**src/rtl/gts_pkg.sv**
```systemverilog
package gts_pkg;
   typedef enum logic [1:0] {
      PH_OFF   = 2'd0,
      PH_DEAD  = 2'd1,
      PH_CLAMP = 2'd2,
      PH_FULL  = 2'd3
   } phase_e;

   typedef enum logic [1:0] {
      MD_DIRECT    = 2'd0,
      MD_INVERT    = 2'd1,
      MD_PULSE     = 2'd2,
      MD_FORCE_OFF = 2'd3
   } mode_e;
endpackage

```
**src/rtl/gts_glitch_filter.sv**
```systemverilog
module gts_glitch_filter #(
   parameter int FILT_LEN = 4
) (
   input  logic clk,
   input  logic rst_n,
   input  logic raw_i,
   output logic lvl_o
);
   localparam int FW = (FILT_LEN > 1) ? $clog2(FILT_LEN) : 1;

   if (FILT_LEN < 1) begin : g_bad_len
      $fatal(1, "gts_glitch_filter: FILT_LEN must be at least 1");
   end

   if (FILT_LEN == 1) begin : g_pass
      always_ff @(posedge clk or negedge rst_n) begin
         if (!rst_n) lvl_o <= 1'b0;
         else        lvl_o <= raw_i;
      end
   end else begin : g_count
      logic [FW-1:0] run_q;
      always_ff @(posedge clk or negedge rst_n) begin
         if (!rst_n) begin
            lvl_o <= 1'b0;
            run_q <= '0;
         end else if (raw_i == lvl_o) begin
            run_q <= '0;
         end else if (run_q == FW'(FILT_LEN - 1)) begin
            lvl_o <= raw_i;
            run_q <= '0;
         end else begin
            run_q <= run_q + 1'b1;
         end
      end
   end
endmodule

```
**src/rtl/gts_cmd_decode.sv**
```systemverilog
module gts_cmd_decode
   import gts_pkg::*;
(
   input  logic  clk,
   input  logic  rst_n,
   input  mode_e mode_i,
   input  logic  lvl_p,
   input  logic  lvl_n,
   output logic  on_req
);
   logic hold_q;

   always_comb begin
      unique case (mode_i)
         MD_DIRECT: on_req = lvl_p;
         MD_INVERT: on_req = !lvl_p;
         MD_PULSE: begin
            if (lvl_p && !lvl_n)      on_req = 1'b1;
            else if (lvl_n && !lvl_p) on_req = 1'b0;
            else                      on_req = hold_q;
         end
         default:   on_req = 1'b0;
      endcase
   end

   always_ff @(posedge clk or negedge rst_n) begin
      if (!rst_n) hold_q <= 1'b0;
      else        hold_q <= on_req;
   end
endmodule

```
**src/rtl/gts_phase_fsm.sv**
```systemverilog
module gts_phase_fsm
   import gts_pkg::*;
#(
   parameter int CNT_W = 8
) (
   input  logic             clk,
   input  logic             rst_n,
   input  logic             on_req,
   input  logic [CNT_W-1:0] dead_cnt,
   input  logic [CNT_W-1:0] clamp_len,
   output logic             gate_en,
   output logic             clamp_act,
   output logic             pull_dn
);
   if (CNT_W < 1) begin : g_bad_w
      $fatal(1, "gts_phase_fsm: CNT_W must be at least 1");
   end

   phase_e           ph_q, ph_d;
   logic [CNT_W-1:0] left_q, left_d;

   always_comb begin
      ph_d   = ph_q;
      left_d = left_q;
      if (!on_req) begin
         ph_d   = PH_OFF;
         left_d = '0;
      end else begin
         unique case (ph_q)
            PH_OFF: begin
               if (dead_cnt != '0) begin
                  ph_d   = PH_DEAD;
                  left_d = dead_cnt - 1'b1;
               end else if (clamp_len != '0) begin
                  ph_d   = PH_CLAMP;
                  left_d = clamp_len - 1'b1;
               end else begin
                  ph_d = PH_FULL;
               end
            end
            PH_DEAD: begin
               if (left_q != '0) begin
                  left_d = left_q - 1'b1;
               end else if (clamp_len != '0) begin
                  ph_d   = PH_CLAMP;
                  left_d = clamp_len - 1'b1;
               end else begin
                  ph_d = PH_FULL;
               end
            end
            PH_CLAMP: begin
               if (left_q != '0) left_d = left_q - 1'b1;
               else              ph_d   = PH_FULL;
            end
            default: ph_d = PH_FULL;
         endcase
      end
   end

   always_ff @(posedge clk or negedge rst_n) begin
      if (!rst_n) begin
         ph_q   <= PH_OFF;
         left_q <= '0;
      end else begin
         ph_q   <= ph_d;
         left_q <= left_d;
      end
   end

   assign gate_en   = (ph_q == PH_CLAMP) || (ph_q == PH_FULL);
   assign clamp_act = (ph_q == PH_CLAMP);
   assign pull_dn   = !gate_en;
endmodule

```
**src/rtl/gts_turnon_seq.sv**
```systemverilog
module gts_turnon_seq
   import gts_pkg::*;
#(
   parameter int CNT_W    = 8,
   parameter int FILT_LEN = 4
) (
   input  logic             clk,
   input  logic             rst_n,
   input  logic             cmd_p,
   input  logic             cmd_n,
   input  logic [1:0]       mode_sel,
   input  logic [CNT_W-1:0] dead_cnt,
   input  logic [CNT_W-1:0] clamp_len,
   output logic             gate_en,
   output logic             clamp_act,
   output logic             pull_dn
);
   localparam int NLINES = 2;

   logic [NLINES-1:0] raw_lines;
   logic [NLINES-1:0] filt_lvl;
   logic              on_req;

   assign raw_lines = {cmd_n, cmd_p};

   for (genvar li = 0; li < NLINES; li++) begin : g_line
      gts_glitch_filter #(.FILT_LEN(FILT_LEN)) u_filt (
         .clk   (clk),
         .rst_n (rst_n),
         .raw_i (raw_lines[li]),
         .lvl_o (filt_lvl[li])
      );
   end

   gts_cmd_decode u_dec (
      .clk    (clk),
      .rst_n  (rst_n),
      .mode_i (mode_e'(mode_sel)),
      .lvl_p  (filt_lvl[0]),
      .lvl_n  (filt_lvl[1]),
      .on_req (on_req)
   );

   gts_phase_fsm #(.CNT_W(CNT_W)) u_fsm (
      .clk       (clk),
      .rst_n     (rst_n),
      .on_req    (on_req),
      .dead_cnt  (dead_cnt),
      .clamp_len (clamp_len),
      .gate_en   (gate_en),
      .clamp_act (clamp_act),
      .pull_dn   (pull_dn)
   );
endmodule

```
**config.mk**
```make
export PLATFORM = sky130hd
export DESIGN_NAME = gts_turnon_seq
export DESIGN_NICKNAME = d
export VERILOG_FILES = /design/src/rtl/gts_pkg.sv /design/src/rtl/gts_glitch_filter.sv /design/src/rtl/gts_cmd_decode.sv /design/src/rtl/gts_phase_fsm.sv /design/src/rtl/gts_turnon_seq.sv
export SDC_FILE = /design/constraint.sdc
export NUM_CORES = 1
export LEC_CHECK = 0
export BUFFER_PORTS_ARGS = -buffer_cell sky130_fd_sc_hd__buf_2
export CORE_MARGIN = 10
export CORE_UTILIZATION = 54
export CTS_CLUSTER_DIAMETER = 50
export CTS_CLUSTER_SIZE = 14
export DETAILED_ROUTE_END_ITERATION = 12
export PLACE_DENSITY_LB_ADDON = 0.25
export SETUP_SLACK_MARGIN = 0.5
export SLEW_MARGIN = 20
export SYNTH_ARGS = -nofsm -noshare
export SYNTH_HDL_FRONTEND = slang
export SYNTH_HIERARCHICAL = 1
export SYNTH_SLANG_ARGS = --single-unit
```
**constraint.sdc**
```tcl
create_clock -name clk -period 2.3 [get_ports clk]
set_clock_uncertainty 0.2 [all_clocks]
set_input_delay 0.345 -clock clk [delete_from_list [all_inputs] [get_ports clk]]
set_output_delay 0.345 -clock clk [all_outputs]
set_load 0.01 [all_outputs]
```
==> impl_metrics.json <==
{
  "status": "complete, no violations",
  "period_share": 0.915,
  "dp.cells": 287,
  "rsz0062_at_grt": "yes",
  "synth-warning-count": 6,
  "drc_errors": 0,
  "finalHoldViolations": 0,
  "hold_ws_ns": 0.101,
  "avgSynthCellArea_um2": 8.48,
  "period_needed_ns": 2.10,
  "initial_utilization": 0.564,
  "arrival_ns": 2.07,
  "worstSkewPairLatency_ns": 0.30,
  "r2r_start": "u_fsm/left_q[4]",
  "worstHoldStart": "cmd_p",
  "drive_above_1_share": 0.444,
  "stdcell_count": 310,
  "antenna_found_initial": 0,
  "drv_slew": 0,
  "worst_r2r_path_depth": 6,
  "nFillCells": 224,
  "htree_levels": 1,
  "syn_to_final_growth_pct": 40.0,
  "drtPass1Iterations": 5,
  "startpoint_type": "flip-flop",
  "cts_tree": "built",
  "gp_congestion": 0.910,
  "drt-total-wl_mm": 5.14,
  "pin_count": 25,
  "dpl.hpwl_mm": 3.65,
  "setup-violations-final": 0,
  "grt_start_max_net_pins": 18,
  "die-area_um2": 5850,
  "switching_share": 0.457,
  "ant_nets": 0,
  "worst_slew_pin_slew_ns": 0.448,
  "max-slew-margin-rel": 0.701,
  "clk_pin_slew_ns": 0.12,
  "clock-sinks": 17,
  "synthFlopType": "dfrtp_1",
  "grt_first_pass_wirelength_mm": 8.37,
  "p_int_mw": 1.40,
  "numPortBuffers": 24,
  "maxCapViolations": 0,
  "via_per_inst": 6.02,
  "post_drt_wl_per_cell_um": 16.6,
  "yosysTopAreaCell": "dfrtp_1",
  "row_count": 20,
  "rr_endpoint": "u_fsm/left_q[5]",
  "reg2reg_slack_ns": 0.20,
  "ctsRootBufferMaster": "clkbuf_4",
  "grt_pass1_vias": 1869,
  "drtIter0Drc": 97,
  "syn_nets": 236,
  "path_class": "reg2reg",
  "p_switching_mw": 1.18,
  "required_ns": 2.27,
  "power_density_nw_per_um2": 1070,
  "yosys_register_bits": 17,
  "ir_drop_uv": 587,
  "cts_buffer_depth": 2,
  "die_width_um": 76.5,
  "p_clk_frac": 0.065,
  "syn_inst": 203,
  "worst-path-max-fanout": 6,
  "holdPathStages": 2,
  "fin_nets": 300,
  "core_um2": 3050,
  "min_path_type": "in2reg",
  "synth_edf_count": 0,
  "holdPathEnd": "g_line[0].u_filt/lvl_o",
  "ys_seq_area_frac": 0.247,
  "num_vias": 1866,
  "seqPwrFrac": 0.199,
  "antenna_cells": 0,
  "overflow": 0,
  "startpoint": "u_fsm/left_q[4]",
  "cp-end-kind": "flip-flop",
  "synthTopCellsByArea": "dfrtp_1, ha_1, o21ai_0, a31oi_1, xnor2_1",
  "async_reset_ff_frac": 1.00,
  "synth_top_cell_area_share": 0.247,
  "synth_area_um2": 1720,
  "fmax_mhz": 475,
  "ys_types": 53,
  "grt.total_usage": 0.164,
  "combPwrFrac": 0.736,
  "chipHeight_um": 76.5,
  "p_leak_nw": 0.994,
  "numCtsBuffers": 3
}
[critical path: stages (launching register included)]
cell	delay, ns
dfrtp_1	0.42
or4_4	0.57
o41ai_4	0.23
buf_6	0.18
a211oi_4	0.05
o41ai_2	0.25
a31oi_1	0.07
[per-stage QoR]
step / TNS, ns / instance area (um2) / worst slack (ns) / power (mW) / utilization
after CTS: 0 / 2250 / 0.205 / 2.22 / 0.738
after global routing: 0 / 2410 / 0.143 / 2.76 / 0.789
after floorplan: 0 / 1800 / 0.200 / 1.58 / -
after global placement: -0.0173 / 2050 / -0.0173 / 1.81 / 0.672
after detailed placement: -0.0407 / 2050 / -0.0407 / 1.84 / 0.672
final: 0 / 2410 / 0.196 / 2.59 / 0.789
[kinds of logic (layout without fill, tap and decap cells)]
logic type / count (synthesis) / after routing / share of synthesized area
AO/OA/AOI/OAI: 69 / 69 / 0.272
XOR/XNOR: 8 / 8 / 0.0407
adder cells (fa/ha/maj): 11 / 11 / 0.0799
buffers and inverters: 21 / 84 / 0.0792
flip-flops: 17 / 17 / 0.247
multiplexers: 2 / 2 / 0.0131
AND/OR/NAND/NOR: 75 / 75 / 0.268
[cells in the mapped netlist (2+ instances only)]
cell / instances
o211ai_1: 3
o21a_1: 2
or3_1: 2
ha_1: 11
nor3_1: 7
o21ai_1: 3
dfrtp_1: 17
nor4_2: 2
nor2b_1: 4
nand3_2: 2
nor3_2: 2
o31ai_1: 2
o41ai_1: 2
a31oi_1: 11
nand2b_1: 4
nor2_1: 12
or4_4: 2
a21oi_1: 11
or2b_1: 2
inv_1: 15
o32ai_1: 3
xnor2_1: 7
buf_2: 3
nand2_1: 11
nand3b_1: 2
mux2_2: 2
nand4_1: 2
or2_2: 2
o21bai_1: 3
or4_1: 3
or3_2: 2
nor3b_1: 4
nand3_1: 6
o21ai_0: 18
[cell usage in the layout (no fill, tap or decap), types with 7 or more instances in the layout]
cell type	count
buf_4	31
buf_2	22
dfrtp_1	14
o21ai_0	13
nor2_1	12
buf_6	11
inv_1	10
a31oi_1	10
nand2_1	9
a21oi_1	8
o21ai_1	8
xnor2_1	7
[timing repair]
action | CTS | global route
endpoints found under the setup margin | 13 | 12
setup buffers | 9 | 8
endpoints found under the hold margin | 17 | 0
pin swaps | 17 | 8
resized for setup | 24 | 24
gates cloned | 0 | 1
hold buffers | 1 | 0
[worst max path at each step]
| stage | end | slack (ns) |
|---|---|---|
| after floorplan | u_fsm/left_q[6] | 0.20 |
| after global placement | u_fsm/left_q[6] | -0.02 |
| after detailed placement | u_fsm/left_q[6] | -0.04 |
| after CTS | u_fsm/left_q[5] | 0.21 |
| after global routing | u_fsm/left_q[5] | 0.14 |
| final | u_fsm/left_q[5] | 0.20 |
[flip-flops by register name (all words and copies together), names as in the netlist]
signal and flops:
u_dec/hold_q 1, u_fsm/left_q 8, g_line.u_filt/g_count.run_q 4, u_fsm/ph_q 2
g_line.u_filt/lvl_o 2
[area by class of cell]
class / count / area [um2] / area share
inverter: 15 / 76.3 / 0.0317
sequential: 17 / 429 / 0.178
clock inverter: 1 / 7.51 / 0.00312
multi-input combinational: 165 / 1340 / 0.557
clock buffer: 3 / 22.5 / 0.00935
timing repair buffer: 65 / 477 / 0.198
tap: 44 / 55.1 / 0.0228
[metal layers]
layer	part of all wire	vias up	global-route usage
li1	-	892	-
met4	0.026	0	0.0651
met1	0.43	860	0.202
met5	0	-	0
met2	0.48	94	0.275
met3	0.070	20	0.0283
[power by group through the flow]
stage	registers, mW	logic, mW	clock network (mW)
global placement	0.521	1.29	0
floorplan	0.506	1.07	0
finish	0.514	1.90	0.169
CTS	0.510	1.54	0.174
detailed placement	0.527	1.31	0
global route	0.536	2.04	0.186
No activity file was read; power rests on OpenSTA's default activity.
